### config.mk
export PLATFORM = sky130hd
export DESIGN_NAME = boot_overlay_decoder
export DESIGN_NICKNAME = d
export VERILOG_FILES = /design/src/rtl/boot_overlay_pkg.sv /design/src/rtl/boot_overlay_port_dec.sv /design/src/rtl/boot_overlay_mode.sv /design/src/rtl/boot_overlay_mem_dec.sv /design/src/rtl/boot_overlay_decoder.sv
export SDC_FILE = /design/constraint.sdc
export NUM_CORES = 1
export LEC_CHECK = 0
export BUFFER_PORTS_ARGS = -buffer_cell sky130_fd_sc_hd__buf_4
export CAP_MARGIN = 25
export CORE_AREA = 2 2 39 41
export DETAILED_ROUTE_END_ITERATION = 16
export DIE_AREA = 0 0 41 43
export HOLD_SLACK_MARGIN = 0.08
export PLACE_DENSITY = 0.5
export SYNTH_ARGS = -nofsm -noshare
export SYNTH_HDL_FRONTEND = slang
export SYNTH_SLANG_ARGS = --single-unit
### constraint.sdc
create_clock -name clk -period 0.95 [get_ports clk]
set_clock_uncertainty 0.15 [all_clocks]
set_input_delay 0.0475 -clock clk [delete_from_list [all_inputs] [get_ports clk]]
set_output_delay 0.0475 -clock clk [all_outputs]
set_load 0.03 [all_outputs]
### src/rtl/boot_overlay_pkg.sv
package boot_overlay_pkg;

  // Active-high selection produced by the memory decode.
  typedef struct packed {
    logic rom;
    logic ram;
    logic we;
  } mem_sel_t;

  // A cycle is a clean read only with exactly one strobe low.
  function automatic logic clean_read(input logic rd_n, input logic wr_n);
    return ~rd_n & wr_n;
  endfunction

  function automatic logic clean_write(input logic rd_n, input logic wr_n);
    return ~wr_n & rd_n;
  endfunction

  // Map decode: the ROM answers only low-half reads while the overlay is on.
  function automatic mem_sel_t decode_map(input logic overlay,
                                          input logic upper,
                                          input logic mem_act,
                                          input logic rd,
                                          input logic wr);
    mem_sel_t s;
    s.rom = mem_act & rd & ~upper & overlay;
    s.ram = mem_act & (rd | wr) & ~s.rom;
    s.we  = s.ram & wr;
    return s;
  endfunction

endpackage

### src/rtl/boot_overlay_port_dec.sv
module boot_overlay_port_dec #(
  parameter int unsigned PORT_W = 8,
  parameter logic [PORT_W-1:0] PORT_ADDR = 8'h23
) (
  input  logic [PORT_W-1:0] port_addr,
  input  logic              iorq_n,
  input  logic              wr_n,
  output logic              io_wr_active,
  output logic              port_hit
);
  // An I/O write in progress; the port compare uses the low byte only.
  assign io_wr_active = ~iorq_n & ~wr_n;
  assign port_hit     = io_wr_active & (port_addr == PORT_ADDR);
endmodule

### src/rtl/boot_overlay_mode.sv
module boot_overlay_mode (
  input  logic clk,
  input  logic rst_n,
  input  logic port_hit,
  input  logic io_wr_active,
  output logic overlay_q,
  output logic toggle_evt
);
  logic hit_q;

  // Trailing edge of a port write: the strobe was on the port and is now gone.
  assign toggle_evt = hit_q & ~io_wr_active;

  always_ff @(posedge clk or negedge rst_n) begin
    if (!rst_n) begin
      hit_q     <= 1'b0;
      overlay_q <= 1'b1;
    end else begin
      hit_q <= port_hit;
      if (toggle_evt) overlay_q <= ~overlay_q;
    end
  end
endmodule

### src/rtl/boot_overlay_mem_dec.sv
module boot_overlay_mem_dec
  import boot_overlay_pkg::*;
(
  input  logic overlay,
  input  logic upper,
  input  logic mreq_n,
  input  logic rd_n,
  input  logic wr_n,
  output logic rom_cs_n,
  output logic ram_cs_n,
  output logic ram_we_n
);
  mem_sel_t sel;

  always_comb begin
    sel = decode_map(overlay, upper, ~mreq_n,
                     clean_read(rd_n, wr_n), clean_write(rd_n, wr_n));
  end

  assign rom_cs_n = ~sel.rom;
  assign ram_cs_n = ~sel.ram;
  assign ram_we_n = ~sel.we;
endmodule

### src/rtl/boot_overlay_decoder.sv
module boot_overlay_decoder #(
  parameter int unsigned ADDR_W = 16,
  parameter int unsigned PORT_W = 8,
  parameter logic [PORT_W-1:0] PORT_ADDR = 8'h23
) (
  input  logic              clk,
  input  logic              rst_n,
  input  logic [ADDR_W-1:0] addr,
  input  logic              mreq_n,
  input  logic              iorq_n,
  input  logic              rd_n,
  input  logic              wr_n,
  output logic              rom_cs_n,
  output logic              ram_cs_n,
  output logic              ram_we_n
);
  localparam int unsigned HALF_BIT = ADDR_W - 1;

  // Named internal events, visible to the bound checker.
  logic overlay_q;
  logic toggle_evt;
  logic port_hit;
  logic io_wr_active;
  logic upper_half;

  // Middle address bits play no part in either decode.
  logic unused_mid_addr;
  assign unused_mid_addr = ^addr[HALF_BIT-1:PORT_W];

  assign upper_half = addr[HALF_BIT];

  boot_overlay_port_dec #(
    .PORT_W   (PORT_W),
    .PORT_ADDR(PORT_ADDR)
  ) port_dec_i (
    .port_addr   (addr[PORT_W-1:0]),
    .iorq_n      (iorq_n),
    .wr_n        (wr_n),
    .io_wr_active(io_wr_active),
    .port_hit    (port_hit)
  );

  boot_overlay_mode mode_i (
    .clk         (clk),
    .rst_n       (rst_n),
    .port_hit    (port_hit),
    .io_wr_active(io_wr_active),
    .overlay_q   (overlay_q),
    .toggle_evt  (toggle_evt)
  );

  boot_overlay_mem_dec mem_dec_i (
    .overlay (overlay_q),
    .upper   (upper_half),
    .mreq_n  (mreq_n),
    .rd_n    (rd_n),
    .wr_n    (wr_n),
    .rom_cs_n(rom_cs_n),
    .ram_cs_n(ram_cs_n),
    .ram_we_n(ram_we_n)
  );
endmodule

== Word-level counts from Yosys, hierarchy flattened ==
Index checks and enable logic that the tools add are counted.

* Input bits: 22
* Register bits: 2
* Output and inout bits: 3

* Equality and inequality tests: 1
* Bitwise operators: 22

{| class="wikitable"
|+ Operators with widths
! cell !! count
|-
| $and A1 B1 Y1 || 11
|-
| $not A1 Y1 || 10
|-
| $eq A8 B6 Y1 const B || 1
|-
| $or A1 B1 Y1 || 1
|}

== Longest topological paths before layout ==
Gate-level depths: netlist of the first run.

* Depth after elaboration: 9
* Mapped depth: 4

== Hierarchy ==
From an unflattened synthesis of the first run, not the netlist that was laid out.

* Cells, all modules: 17
* Area total of the unflattened synthesis: 187.7 um2

{| class="wikitable"
|+ Modules (own cells, without submodules)
! module !! instances !! area an instance (um2) !! cells each !! sequential area each (um2)
|-
| boot_overlay_mode || 1 || 81.3 || 4 || 51.3
|-
| boot_overlay_mem_dec || 1 || 71.3 || 9 || 0.0
|-
| boot_overlay_port_dec || 1 || 35.0 || 4 || 0.0
|}

== Worst setup path after synthesis of the first run ==
Ideal clock, no wire load.

* Path type: reg2out
* Start point: register mode_i.overlay_q
* End point: output port ram_cs_n
* Cell stages (with the launch flop): 3
* Data arrival time: 1.267 ns
* Slack: -0.515 ns
* Data required time: 0.752 ns
* Cells stage by stage: dfstp_2 > nand2_1 > o21ai_0

* Longest elaborated chain between the ends: 4

{| class="wikitable"
|+ RTL lines
! element !! RTL line !! RTL
|-
| from (decl) || boot_overlay_mode.sv:6 || <nowiki>output logic overlay_q,</nowiki>
|-
| from (signal assigned) || boot_overlay_mode.sv:20 || <nowiki>if (toggle_evt) overlay_q <= ~overlay_q;</nowiki>
|-
| $and A1 B1 Y1 || boot_overlay_pkg.sv:26 || <nowiki>s.rom = mem_act & rd & ~upper & overlay;</nowiki>
|-
| $not A1 Y1 || boot_overlay_pkg.sv:27 || <nowiki>s.ram = mem_act & (rd | wr) & ~s.rom;</nowiki>
|-
| $and A1 B1 Y1 || boot_overlay_pkg.sv:27 ||
|-
| $not A1 Y1 || boot_overlay_mem_dec.sv:21 || <nowiki>assign ram_cs_n = ~sel.ram;</nowiki>
|-
| to (decl) || boot_overlay_decoder.sv:14 || <nowiki>output logic ram_cs_n,</nowiki>
|}

No other way between the ends.

== Final worst setup path of the first run ==
* Start point: register mode_i.overlay_q
* End point: output port rom_cs_n

* Longest elaborated chain between the ends: 2

{| class="wikitable"
|+ RTL lines
! element !! RTL line !! RTL
|-
| $and A1 B1 Y1 || boot_overlay_pkg.sv:26 ||
|-
| $not A1 Y1 || boot_overlay_mem_dec.sv:20 || <nowiki>assign rom_cs_n = ~sel.rom;</nowiki>
|-
| to (decl) || boot_overlay_decoder.sv:13 || <nowiki>output logic rom_cs_n,</nowiki>
|}

No other way between the ends.

==> PnR_summary.wiki, run 1 <==
{| class="wikitable"
! Metric !! Value
|-
| PwrDens || around 990 mW/mm²
|-
| Vias per std cell || between 3 and 4
|-
| Maximum buffer depth of the clock tree || 2
|-
| Drt first pass iters || 3
|-
| Standard-cell rows || 14
|-
| Final GP Congestion || about 0.6
|-
| Avg Inst Size Synth || 9.23 µm²
|-
| Failing checks || negative hold slack, negative setup slack
|-
| CTS tree || built
|-
| Placed wire-length estimate after detailed placement || 384 µm
|-
| Transition at the pin with the smallest max-transition slack || approximately 0.29 ns
|-
| Least setup slack across all paths after layout || -0.521 ns
|-
| Iteration-0 DRC Markers || 2
|-
| Post-Route Hold Slack || -0.00778 ns
|-
| Total Wirelength || roughly 480 µm
|-
| Total inserted antenna cells || 0
|-
| Overall overflow remaining after global route || 0
|-
| Cell at the root of the clock tree || sky130_fd_sc_hd__clkbuf_4
|-
| Static Leak || 0.213 nW
|-
| Number of global-route vias before repair || around 200
|-
| Seq/Total Area, Yosys || 34.7%
|-
| Clock net sink count || 2
|-
| Total core area || ~0.0014 mm²
|-
| Yosys warning total || 0
|-
| Clock latency on the worst-skew pair || 0.23 ns
|-
| Area growth from synthesis to final layout || 187%
|-
| Horizontal die dimension || slightly above 40 µm
|-
| Number of buffers inserted for hold repair after clock tree synthesis || 4
|-
| Final setup violating endpoints || 4
|-
| Top library cells by usage in the layout, fill and taps aside || sky130_fd_sc_hd__buf_4, sky130_fd_sc_hd__dlygate4sd3_1, sky130_fd_sc_hd__clkbuf_4, sky130_fd_sc_hd__buf_6
|-
| Residual DRC || 0
|-
| Overall fraction of global-route tracks in use || between 7 and 8%
|-
| Startpoint type of the worst setup path || flop
|-
| Result of the run || complete, but fails checks
|-
| Part of the cycle the worst path needs || 155%
|-
| Data required, critical path || 0.75 ns
|-
| Count of endpoints failing hold in the final timing report || 1
|-
| IO buf count || 17
|-
| Count of cell types in the netlist || 13
|-
| Netlist area before placement || ~150 µm²
|-
| Final Core Density || around 31%
|-
| Number of pins with negative max-slew slack in the final report || 0
|-
| Yosys reg bits || 2
|-
| Arrival time of data at the critical path endpoint || between 1 and 1.5 ns
|-
| Total I/O pin count || 25
|-
| Number of cells produced by synthesis || 16
|-
| Number of buffers created by CTS || 3
|-
| Max Clock Freq || between 0.6 and 0.7 GHz
|-
| Max VDD drop || roughly 0.00034 V
|-
| Path type of the worst min-delay path || in2reg
|-
| Clock-pin slew on the worst setup and hold paths || 0.04 ns
|-
| Pin count of the biggest net entering global routing || 4
|-
| CTS H-tree lvls || 1
|-
| Maximum fanout along the worst path || 3
|-
| Headroom to the max-slew limit || approximately four fifths
|-
| Global-route wire length before repair || between 700 and 800 µm
|-
| Wire per inst || 7.73 µm
|-
| Number of antenna violations at the first check in global routing || 0
|-
| Starting utilization of the core area || 10.7%
|-
| Count of nets after finishing || just over 70
|-
| Critical Path End Type || output port
|-
| Most frequent standard cell in the layout excluding fill and tap cells || sky130_fd_sc_hd__buf_4
|-
| Share of final-layout standard cells stronger than drive strength 1 || 63.0%
|-
| Setup repair after global routing missed its margin || true
|-
| Min cycle time layout || about 1.5 ns
|-
| Die Ht || 43 µm
|-
| Number of max-capacitance violations reported || 0
|-
| Die Outline Area || 0.00176 mm²
|-
| Post-Synthesis Net Count || 40
|-
| Antenna Violating Nets Remaining || 0
|-
| Vias after detailed routing || 231
|-
| Crit Path Category || reg2out
|}
## flip-flops by register name, indices dropped and copies added (netlist names)
register / flops
mode_i.overlay_q: 1
mode_i.hit_q: 1
## worst max-delay path, cell delays in order, from the launching register on
cell and delay, ns:
sky130_fd_sc_hd__dfstp_2 0.53, sky130_fd_sc_hd__nand2_2 0.06, sky130_fd_sc_hd__or3_1 0.32, sky130_fd_sc_hd__buf_6 0.15
## final timing paths
path / endpoint / slack [ns] / from / depth (start not counted)
hold / removal: mode_i.hit_q / -0.008 / addr[6] / 3
hold reg to reg: mode_i.overlay_q / 0.41 / mode_i.hit_q / 2
max in group asynchronous: mode_i.hit_q / 0.03 / rst_n / 3
setup reg to reg: mode_i.overlay_q / -0.08 / mode_i.overlay_q / 3
setup / recovery: rom_cs_n / -0.52 / mode_i.overlay_q / 3
min in group asynchronous: mode_i.overlay_q / 0.15 / rst_n / 2
## kinds of logic after synthesis
group | Yosys count | share of synthesized area, %
AND/OR/NAND/NOR | 6 | 25.4
AO/OA/AOI/OAI | 3 | 11.9
buffers and inverters | 2 | 5.09
XOR/XNOR | 1 | 5.93
adder cells (fa/ha/maj) | 2 | 16.9
flip-flops | 2 | 34.7
## cell type report
cell class                 count  area (µm²)
clock buffer                   4        26.3
fill                         162         960
inverter                       2        7.51
multi-input combinational     12         103
sequential                     2        51.3
tap                           16        20.0
timing repair buffer          26         216
## power breakdown
part           switching [mW]  internal, mW  total, mW
Clock                  0.0573         0.157      0.214
Combinational          0.0389        0.0755      0.114
Sequential            0.00113        0.0888     0.0900
## cells in the mapped netlist, drive strengths merged
| master | n | area (µm²) |
|---|---|---|
| or3 | 1 | 6.26 |
| nand2 | 1 | 3.75 |
| o21ai | 2 | 10.0 |
| ha | 2 | 25.0 |
| nor4 | 1 | 6.26 |
| inv | 2 | 7.51 |
| and4 | 1 | 8.76 |
| xnor2 | 1 | 8.76 |
| dfrtp | 1 | 25.0 |
| nor2 | 1 | 3.75 |
| nor4b | 1 | 8.76 |
| o211ai | 1 | 7.51 |
| dfstp | 1 | 26.3 |
## per-layer routing
metal  share of wire (%)  vias up  GRT usage (%)
met5                   0        -              0
met4                   0        0           6.00
met3                  10        0           6.28
met2                  53       13           9.69
met1                  37      100           6.77
li1                    -      118              -
## metrics by stage
stage	setup WS (ns)	setup TNS, ns	instances	area (µm²)	total power [mW]
final	-0.521	-1.44	62	424	0.418
after global routing	-0.575	-1.69	62	424	0.463
after CTS	-0.535	-1.42	61	413	0.429
after detailed placement	-0.295	-0.768	53	328	0.184
after global placement	-0.289	-0.694	53	328	0.183
after floorplan	-0.343	-0.898	16	150	0.116
## repair_timing
| action | CTS | global route |
|---|---|---|
| setup buffers | 0 | 1 |
| endpoints found under the hold margin | 4 | 2 |
| endpoints found under the setup margin | 4 | 4 |
| gates resized for setup | 4 | 1 |
| pin swaps | 0 | 0 |
(Power assumes the default switching activity.)
==> inputs of run 2 (changes only) <==
Settings changed: CELL_PAD_IN_SITES_DETAIL_PLACEMENT from default to 1, CELL_PAD_IN_SITES_GLOBAL_PLACEMENT from default to 1, PLACE_DENSITY 0.5 to 0.7.
==> run 2 against run 1 <==
  * The run still ends with negative hold slack, negative setup slack left
  * Clock power is 2% lower
  * Worst hold slack lost 0.0068 ns
  * Count of clock-buffer cells in the layout unchanged
  * Wire length decreased by 1.3%
  * Register-to-register slack is essentially flat
  * Setup slack improved by 0.0034 ns
  * Fmax up 0.23%
  * Sequential cell count is the same
  * Final cell count shrank 3.2%
  * Global-route usage down 0.11 points
  * Via count stayed put
  * Critical endpoint unchanged
==> PnR_summary.wiki, run 2 (same netlist as run 1, synthesis figures left out) <==
{| class="wikitable"
! Metric !! Value
|-
| PwrDens || 1000 mW/mm² (+1.5%)
|-
| DP Worst Slack || -0.300 ns (-0.00512 ns)
|-
| Residual DRC || 0 (unchanged)
|-
| Global-route wire length before repair || 772 µm (unchanged)
|-
| Part of the cycle the worst path needs || 154% (-0.35 points)
|-
| Destination of the worst hold path || mode_i.hit_q
|-
| Total inserted antenna cells || 0 (unchanged)
|-
| Worst reg2reg path depth || 3 (unchanged)
|-
| Transition at the pin with the smallest max-transition slack || 0.301 ns (+0.00897 ns)
|-
| Placed wire-length estimate after detailed placement || 406 µm (+5.8%)
|-
| Share of final-layout standard cells stronger than drive strength 1 || 61.4% (-1.7 points)
|-
| Count of nets after finishing || 69 (-2.8%)
|-
| IO buf count || 17 (unchanged)
|-
| Arrival time of data at the critical path endpoint || 1.27 ns (about the same)
|-
| Final setup violating endpoints || 4 (unchanged)
|-
| Number of pins with negative max-slew slack in the final report || 0 (unchanged)
|-
| Final GP Congestion || 0.594 (-1.1%)
|-
| Max Clock Freq || 0.682 GHz (+0.23%)
|-
| Max VDD drop || 0.000353 V (+4.0%)
|-
| Delay of the slowest cell on the worst path || 0.52 ns (about the same)
|-
| Cell chain of the critical path || nand2_2 > or3_4 > buf_6
|-
| Maximum fanout along the worst path || 3 (unchanged)
|-
| Crit Reg-Reg Startpoint || mode_i.overlay_q
|-
| Total Wirelength || 473 µm (-1.3%)
|-
| Setup repair after global routing missed its margin || true
|-
| Top library cells by usage in the layout, fill and taps aside || sky130_fd_sc_hd__buf_4, sky130_fd_sc_hd__dlygate4sd3_1, sky130_fd_sc_hd__clkbuf_4
|-
| Die Ht || 43 µm (unchanged)
|-
| Startpoint type of the worst setup path || flop
|-
| Wire per inst || 7.88 µm (+2.0%)
|-
| Static Leak || 0.204 nW (-4.4%)
|-
| Headroom to the max-slew limit || 79.7% (-0.60 points)
|-
| Data required, critical path || 0.75 ns (about the same)
|-
| Die Outline Area || 0.00176 mm² (unchanged)
|-
| Number of global-route vias before repair || 241 (+18%)
|-
| Source of the worst hold timing path || addr[6]
|-
| Most frequent standard cell in the layout excluding fill and tap cells || sky130_fd_sc_hd__buf_4
|-
| FF-to-FF setup slack || -0.08 ns (about the same)
|-
| Result of the run || complete, but fails checks
|-
| Highest-delay cell along the critical path || sky130_fd_sc_hd__dfstp_2
|-
| Iteration-0 DRC Markers || 1 (-1)
|-
| Horizontal die dimension || 41 µm (unchanged)
|-
| Pin count of the biggest net entering global routing || 5 (+1)
|-
| CTS H-tree lvls || 1 (unchanged)
|-
| Clock-pin slew on the worst setup and hold paths || 0.04 ns (about the same)
|-
| Layer carrying the most global-route usage || met2
|-
| Total power || 0.407 mW (-2.7%)
|-
| CTS tree || built
|-
| Placed Instances || 51 (-3.8%)
|-
| Overall overflow remaining after global route || 0 (unchanged)
|-
| Cell at the root of the clock tree || sky130_fd_sc_hd__clkbuf_4
|-
| Standard-cell rows || 14 (unchanged)
|-
| Hold path cells || 3 (unchanged)
|-
| Antenna Violating Nets Remaining || 0 (unchanged)
|-
| Vias per std cell || 3.85 (+3.3%)
|-
| Total core area || 0.00138 mm² (unchanged)
|-
| Crit Path Category || reg2out
|-
| Setup total negative slack || -1.34 ns (+0.0969 ns)
|-
| GRT met1 Usage || 5.47% (-1.3 points)
|-
| Number of antenna violations at the first check in global routing || 0 (unchanged)
|-
| Number of buffers created by CTS || 3 (unchanged)
|-
| Min cycle time layout || 1.47 ns (-0.00336 ns)
|-
| Path type of the worst min-delay path || in2reg
|-
| Post-Route Hold Slack || -0.0145 ns (-0.00676 ns)
|-
| Starting utilization of the core area || 10.7% (unchanged)
|-
| Failing checks || negative hold slack, negative setup slack
|-
| Clock net sink count || 2 (unchanged)
|-
| Least setup slack across all paths after layout || -0.517 ns (+0.00336 ns)
|-
| Vias after detailed routing || 231 (unchanged)
|-
| Met2 global-route usage || 10.6% (+0.94 points)
|-
| Maximum buffer depth of the clock tree || 2 (unchanged)
|-
| Total I/O pin count || 25 (unchanged)
|-
| Critical Path End Type || output port
|-
| Overall fraction of global-route tracks in use || 7.23% (-0.11 points)
|-
| Clock latency on the worst-skew pair || 0.23 ns (about the same)
|-
| Count of endpoints failing hold in the final timing report || 1 (unchanged)
|-
| Drt first pass iters || 2 (-1)
|-
| Area growth from synthesis to final layout || 175%
|-
| Leading registers by flop count || mode_i.hit_q x1, mode_i.overlay_q x1
|-
| Number of max-capacitance violations reported || 0 (unchanged)
|-
| Global routing usage on met3 || 4.71% (-1.6 points)
|-
| Worst flop-to-flop path endpoint || mode_i.overlay_q
|-
| Number of buffers inserted for hold repair after clock tree synthesis || 4 (unchanged)
|-
| Number of standard cells in the layout, taps in and fillers out || 60 (-3.2%)
|}
[run 2: through the flow]
step	cell area, µm²	util [%]
2_1_floorplan	150	-
3_3_place_gp	313	22.6
3_5_place_dp	313	22.6
4_1_cts	402	29.0
5_1_grt	407	29.4
6_report	407	29.4
[run 2: timing repair]
item / CTS / global route
resized for setup: 3 / 1
buffers inserted: 1 / 0
pin swaps: 2 / 0
setup endpoints to repair: 4 / 4
hold endpoints to repair: 4 / 2
[run 2: cell type report]
class,instances,area (µm²)
Timing Repair Buffer,24,198
Multi-Input combinational cell,12,104
Clock buffer,4,26.3
Tap cell,16,20.0
Sequential cell,2,51.3
Inverter,2,7.51
Fill cell,175,977
[run 2: worst max-delay path: cells and delay by family, from the launching register on]
kind,cells,cell delay (ns)
and+or+nand+nor,2,0.38
DFF,1,0.52
buffers and inverters,1,0.14
[run 2: worst max path at each step]
stage,startpoint,endpoint
global route,mode_i.overlay_q,rom_cs_n
detailed placement,mode_i.overlay_q,rom_cs_n
global placement,mode_i.overlay_q,rom_cs_n
finish,mode_i.overlay_q,rom_cs_n
floorplan,mode_i.overlay_q,ram_we_n
CTS,mode_i.overlay_q,rom_cs_n
[run 2: power breakdown]
| part | leakage [nW] | switching (mW) | internal [mW] | total, mW |
|---|---|---|---|---|
| Sequential | 0.0243 | 0.00103 | 0.0888 | 0.0899 |
| Clock | 0.0150 | 0.0536 | 0.156 | 0.210 |
| Combinational | 0.165 | 0.0374 | 0.0701 | 0.108 |
| Total | 0.204 | 0.0920 | 0.315 | 0.407 |
[run 2: routing by layer]
layer | routed length (µm) | up-vias | share of wire, %
li1 | - | 114 | -
met1 | 161 | 103 | 34
met2 | 264 | 14 | 56
met3 | 46 | 0 | 9.7
met4 | 0 | 0 | 0
met5 | 0 | - | 0
==> inputs of run 3 (changes only) <==
Settings changed: ABC_AREA from default to 1, CORE_AREA 2 2 39 41 to default, CORE_MARGIN from default to 1.5, CORE_UTILIZATION from default to 14, DIE_AREA 0 0 41 43 to default, PLACE_DENSITY 0.7 to 0.76.
==> run 3 against run 2 <==
  * The flow still finishes with violations (negative hold slack, negative setup slack)
  * Wire length rose by 14%
  * Register-to-register slack got worse by 0.12 ns
  * Power rose by 8.6%
  * Clock power rose by 2%
  * Synthesized area rose by 29%
  * Largest cell class unchanged
==> PnR_summary.wiki, run 3 <==
{| class="wikitable"
! Metric !! Value
|-
| Total inserted antenna cells || 0 (unchanged)
|-
| Standard-cell rows || 13 (-1)
|-
| Part of the cycle the worst path needs || 137% (-18 points)
|-
| Crit path buffers/inverters || 2 (+1)
|-
| Most frequent standard cell in the layout excluding fill and tap cells || sky130_fd_sc_hd__buf_4
|-
| Number of global-route vias before repair || 287 (+19%)
|-
| Total I/O pin count || 25 (unchanged)
|-
| Post-synth EDFFs || 0 (unchanged)
|-
| CTS H-tree lvls || 1 (unchanged)
|-
| DP Worst Slack || -0.174 ns (+0.126 ns)
|-
| Setup repair after global routing missed its margin || true
|-
| Final GP Congestion || 0.584 (-1.5%)
|-
| Critical Path End Type || output port
|-
| Number of buffers inserted for hold repair after clock tree synthesis || 2 (-2)
|-
| Area growth from synthesis to final layout || 149%
|-
| Count of endpoints failing hold in the final timing report || 1 (unchanged)
|-
| Leading registers by flop count || mode_i.hit_q x1, mode_i.overlay_q x1
|-
| Total core area || 0.00128 mm² (-7.1%)
|-
| Result of the run || complete, but fails checks
|-
| IO buf count || 17 (unchanged)
|-
| Avg Inst Size Synth || 6.56 µm² (-29%)
|-
| Iteration-0 DRC Markers || 0 (-1)
|-
| Yosys reg bits || 2 (unchanged)
|-
| Overall overflow remaining after global route || 0 (unchanged)
|-
| Pin count of the biggest net entering global routing || 4 (-1)
|-
| Max VDD drop || 0.000431 V (+22%)
|-
| Seq/Total Area, Yosys || 27.0% (-7.8 points)
|-
| Wire per inst || 7.31 µm (-7.3%)
|-
| CTS tree || built
|-
| Sequential cell area || 51.3 µm² (unchanged)
|-
| Vias per std cell || 3.85 (about the same)
|-
| Number of pins with negative max-slew slack in the final report || 0 (unchanged)
|-
| Post-Route Hold Slack || -0.0883 ns (-0.0738 ns)
|-
| Antenna Violating Nets Remaining || 0 (unchanged)
|-
| PwrDens || 935 mW/mm² (-6.7%)
|-
| Transition at the pin with the smallest max-transition slack || 0.130 ns (-0.171 ns)
|-
| Area of combinational cells with multiple inputs || 133 µm² (+28%)
|-
| Startpoint type of the worst setup path || flop
|-
| Placed wire-length estimate after detailed placement || 447 µm (+10%)
|-
| Number of cells produced by synthesis || 29 (+13)
|-
| Maximum buffer depth of the clock tree || 2 (unchanged)
|-
| Die Outline Area || 0.00159 mm² (-9.9%)
|-
| Data required, critical path || 0.75 ns (about the same)
|-
| Static Leak || 0.272 nW (+34%)
|-
| Overall fraction of global-route tracks in use || 9.47% (+2.2 points)
|-
| Horizontal die dimension || 39.9 µm (-2.8%)
|-
| Starting utilization of the core area || 14.8% (+4.1 points)
|-
| Most area-consuming cells after synthesis || sky130_fd_sc_hd__dfstp_2, sky130_fd_sc_hd__dfrtp_1, sky130_fd_sc_hd__ha_1
|-
| Clock-pin slew on the worst setup and hold paths || 0.04 ns (about the same)
|-
| Dominant synthesized flop cell || sky130_fd_sc_hd__dfstp_2
|-
| Clock latency on the worst-skew pair || 0.23 ns (about the same)
|-
| Failing checks || negative hold slack, negative setup slack
|-
| Top library cells by usage in the layout, fill and taps aside || sky130_fd_sc_hd__buf_4, sky130_fd_sc_hd__inv_1, sky130_fd_sc_hd__nor2_1
|-
| Die Ht || 39.9 µm (-7.3%)
|-
| Cell chain of the critical path || nand2_2 > inv_2 > nand2_4 > nand3_4 > buf_6
|-
| Maximum fanout along the worst path || 3 (unchanged)
|-
| Min cycle time layout || 1.30 ns (-0.167 ns)
|-
| Count of nets after finishing || 84 (+22%)
|-
| Highest-delay cell along the critical path || sky130_fd_sc_hd__dfstp_2
|-
| Final setup violating endpoints || 4 (unchanged)
|-
| Cell at the root of the clock tree || sky130_fd_sc_hd__clkbuf_4
|-
| Largest delay contributor family on the critical path || flip-flops
|-
| Count of filler cells inserted in the layout || 170 (-2.9%)
|-
| Drt first pass iters || 1 (-1)
|-
| Yosys warning total || 0 (unchanged)
|-
| Portion of synthesized cell area occupied by the leading cell type || 13.8% (-4.0 points)
|-
| Number of max-capacitance violations reported || 0 (unchanged)
|-
| Residual DRC || 0 (unchanged)
|-
| Number of antenna violations at the first check in global routing || 0 (unchanged)
|-
| Share of final-layout standard cells stronger than drive strength 1 || 61.0% (-0.35 points)
|-
| Number of buffers created by CTS || 3 (unchanged)
|-
| Netlist area before placement || 190 µm² (+29%)
|-
| Arrival time of data at the critical path endpoint || 1.10 ns (-0.17 ns)
|-
| Max Clock Freq || 0.769 GHz (+13%)
|-
| Final Core Density || 36.8% (+7.4 points)
|-
| Global-route wire length before repair || 966 µm (+25%)
|-
| Biggest area consumer among synthesized cells || sky130_fd_sc_hd__dfstp_2
|-
| Post-Synthesis Net Count || 53 (+33%)
|-
| Clock net sink count || 2 (unchanged)
|-
| Headroom to the max-slew limit || 91.3% (+12 points)
|-
| Count of cell types in the netlist || 11 (-2)
|-
| Top cells by instance count after synthesis || sky130_fd_sc_hd__inv_1, sky130_fd_sc_hd__nand2_1, sky130_fd_sc_hd__nor2_1, sky130_fd_sc_hd__nand2_2, sky130_fd_sc_hd__nand3_1
|-
| Vias after detailed routing || 285 (+23%)
|-
| Path type of the worst min-delay path || in2reg
|-
| Share of flip-flops with an asynchronous set or reset after synthesis || 100% (unchanged)
|-
| Top-count cell post-synth || sky130_fd_sc_hd__inv_1
|-
| Least setup slack across all paths after layout || -0.350 ns (+0.167 ns)
|-
| Delay of the slowest cell on the worst path || 0.53 ns (about the same)
|-
| Total Wirelength || 541 µm (+14%)
|-
| Crit Path Category || reg2out
|}
-- run 3: cell types whose count changed in the layout (fill, tap and decap cells not counted), sizes merged --
cell,previous run,this run
inv,2,7
buf,20,24
dlymetal6s4s,0,1
and4,1,0
nor4,1,0
dlygate4sd3,4,1
nand2,1,8
o21ai,2,0
xnor2,1,0
nand3,0,4
or3,1,0
nor2,1,6
o211ai,1,0
nor4b,1,0
-- run 3: cell type report --
| cell class | instances | share of cell area (%) |
|---|---|---|
| clock buffers | 4 | 5.56 |
| inverters | 7 | 5.56 |
| multi-input cells | 20 | 28.0 |
| flip-flops and latches | 2 | 10.8 |
| well taps | 15 | 3.97 |
| repair buffers | 26 | 46.0 |
-- run 3: metal layers --
layer	global-route usage [%]	vias up	part of all wire, %
met3	5.68	0	11
li1	-	144	-
met4	5.17	0	0
met5	0	-	0
met1	8.03	126	34
met2	16.8	15	55
-- run 3: final timing paths --
path	start	cells after the start	slack, ns	endpoint
worst max-delay path	mode_i.overlay_q	5	-0.35	ram_we_n
worst min-delay path	addr[6]	4	-0.09	mode_i.hit_q
worst max register to register	mode_i.overlay_q	6	-0.20	mode_i.overlay_q
worst min register to register	mode_i.hit_q	3	0.36	mode_i.overlay_q
max in group asynchronous	rst_n	3	0.38	mode_i.hit_q
min in group asynchronous	rst_n	2	0.16	mode_i.overlay_q
-- run 3: cell families after synthesis --
kind of cell / Yosys count / share of synthesized area (%)
DFF: 2 / 27.0
adders and majority gates: 2 / 13.2
buffers and inverters: 7 / 13.8
and+or+nand+nor: 18 / 46.1
-- run 3: power breakdown --
part / leakage [nW] / switching (mW) / internal, mW
clock: 0.0150 / 0.0569 / 0.157
sequential: 0.0243 / 0.00115 / 0.0887
combinational: 0.233 / 0.0522 / 0.0864
-- run 3: worst min-delay path, stage by stage --
cell	delay, ns
sky130_fd_sc_hd__buf_4	0.08
sky130_fd_sc_hd__nor2_1	0.03
sky130_fd_sc_hd__nand3_1	0.05
sky130_fd_sc_hd__nor2_1	0.04
-- run 3: through the flow --
stage | std cells | TNS [ns] | cell area (µm²) | power [mW]
floorplan | 29 | -0.206 | 208 | 0.134
global placement | 66 | -0.423 | 392 | 0.208
detailed placement | 66 | -0.487 | 392 | 0.212
CTS | 73 | -1.19 | 457 | 0.438
global route | 74 | -1.46 | 473 | 0.483
finish | 74 | -1.22 | 473 | 0.442
-- run 3: what timing repair did --
item / CTS / global route
setup endpoints to repair: 4 / 5
setup buffers: 1 / 1
hold endpoints to repair: 4 / 2
resized for setup: 3 / 3
pin swaps: 2 / 2
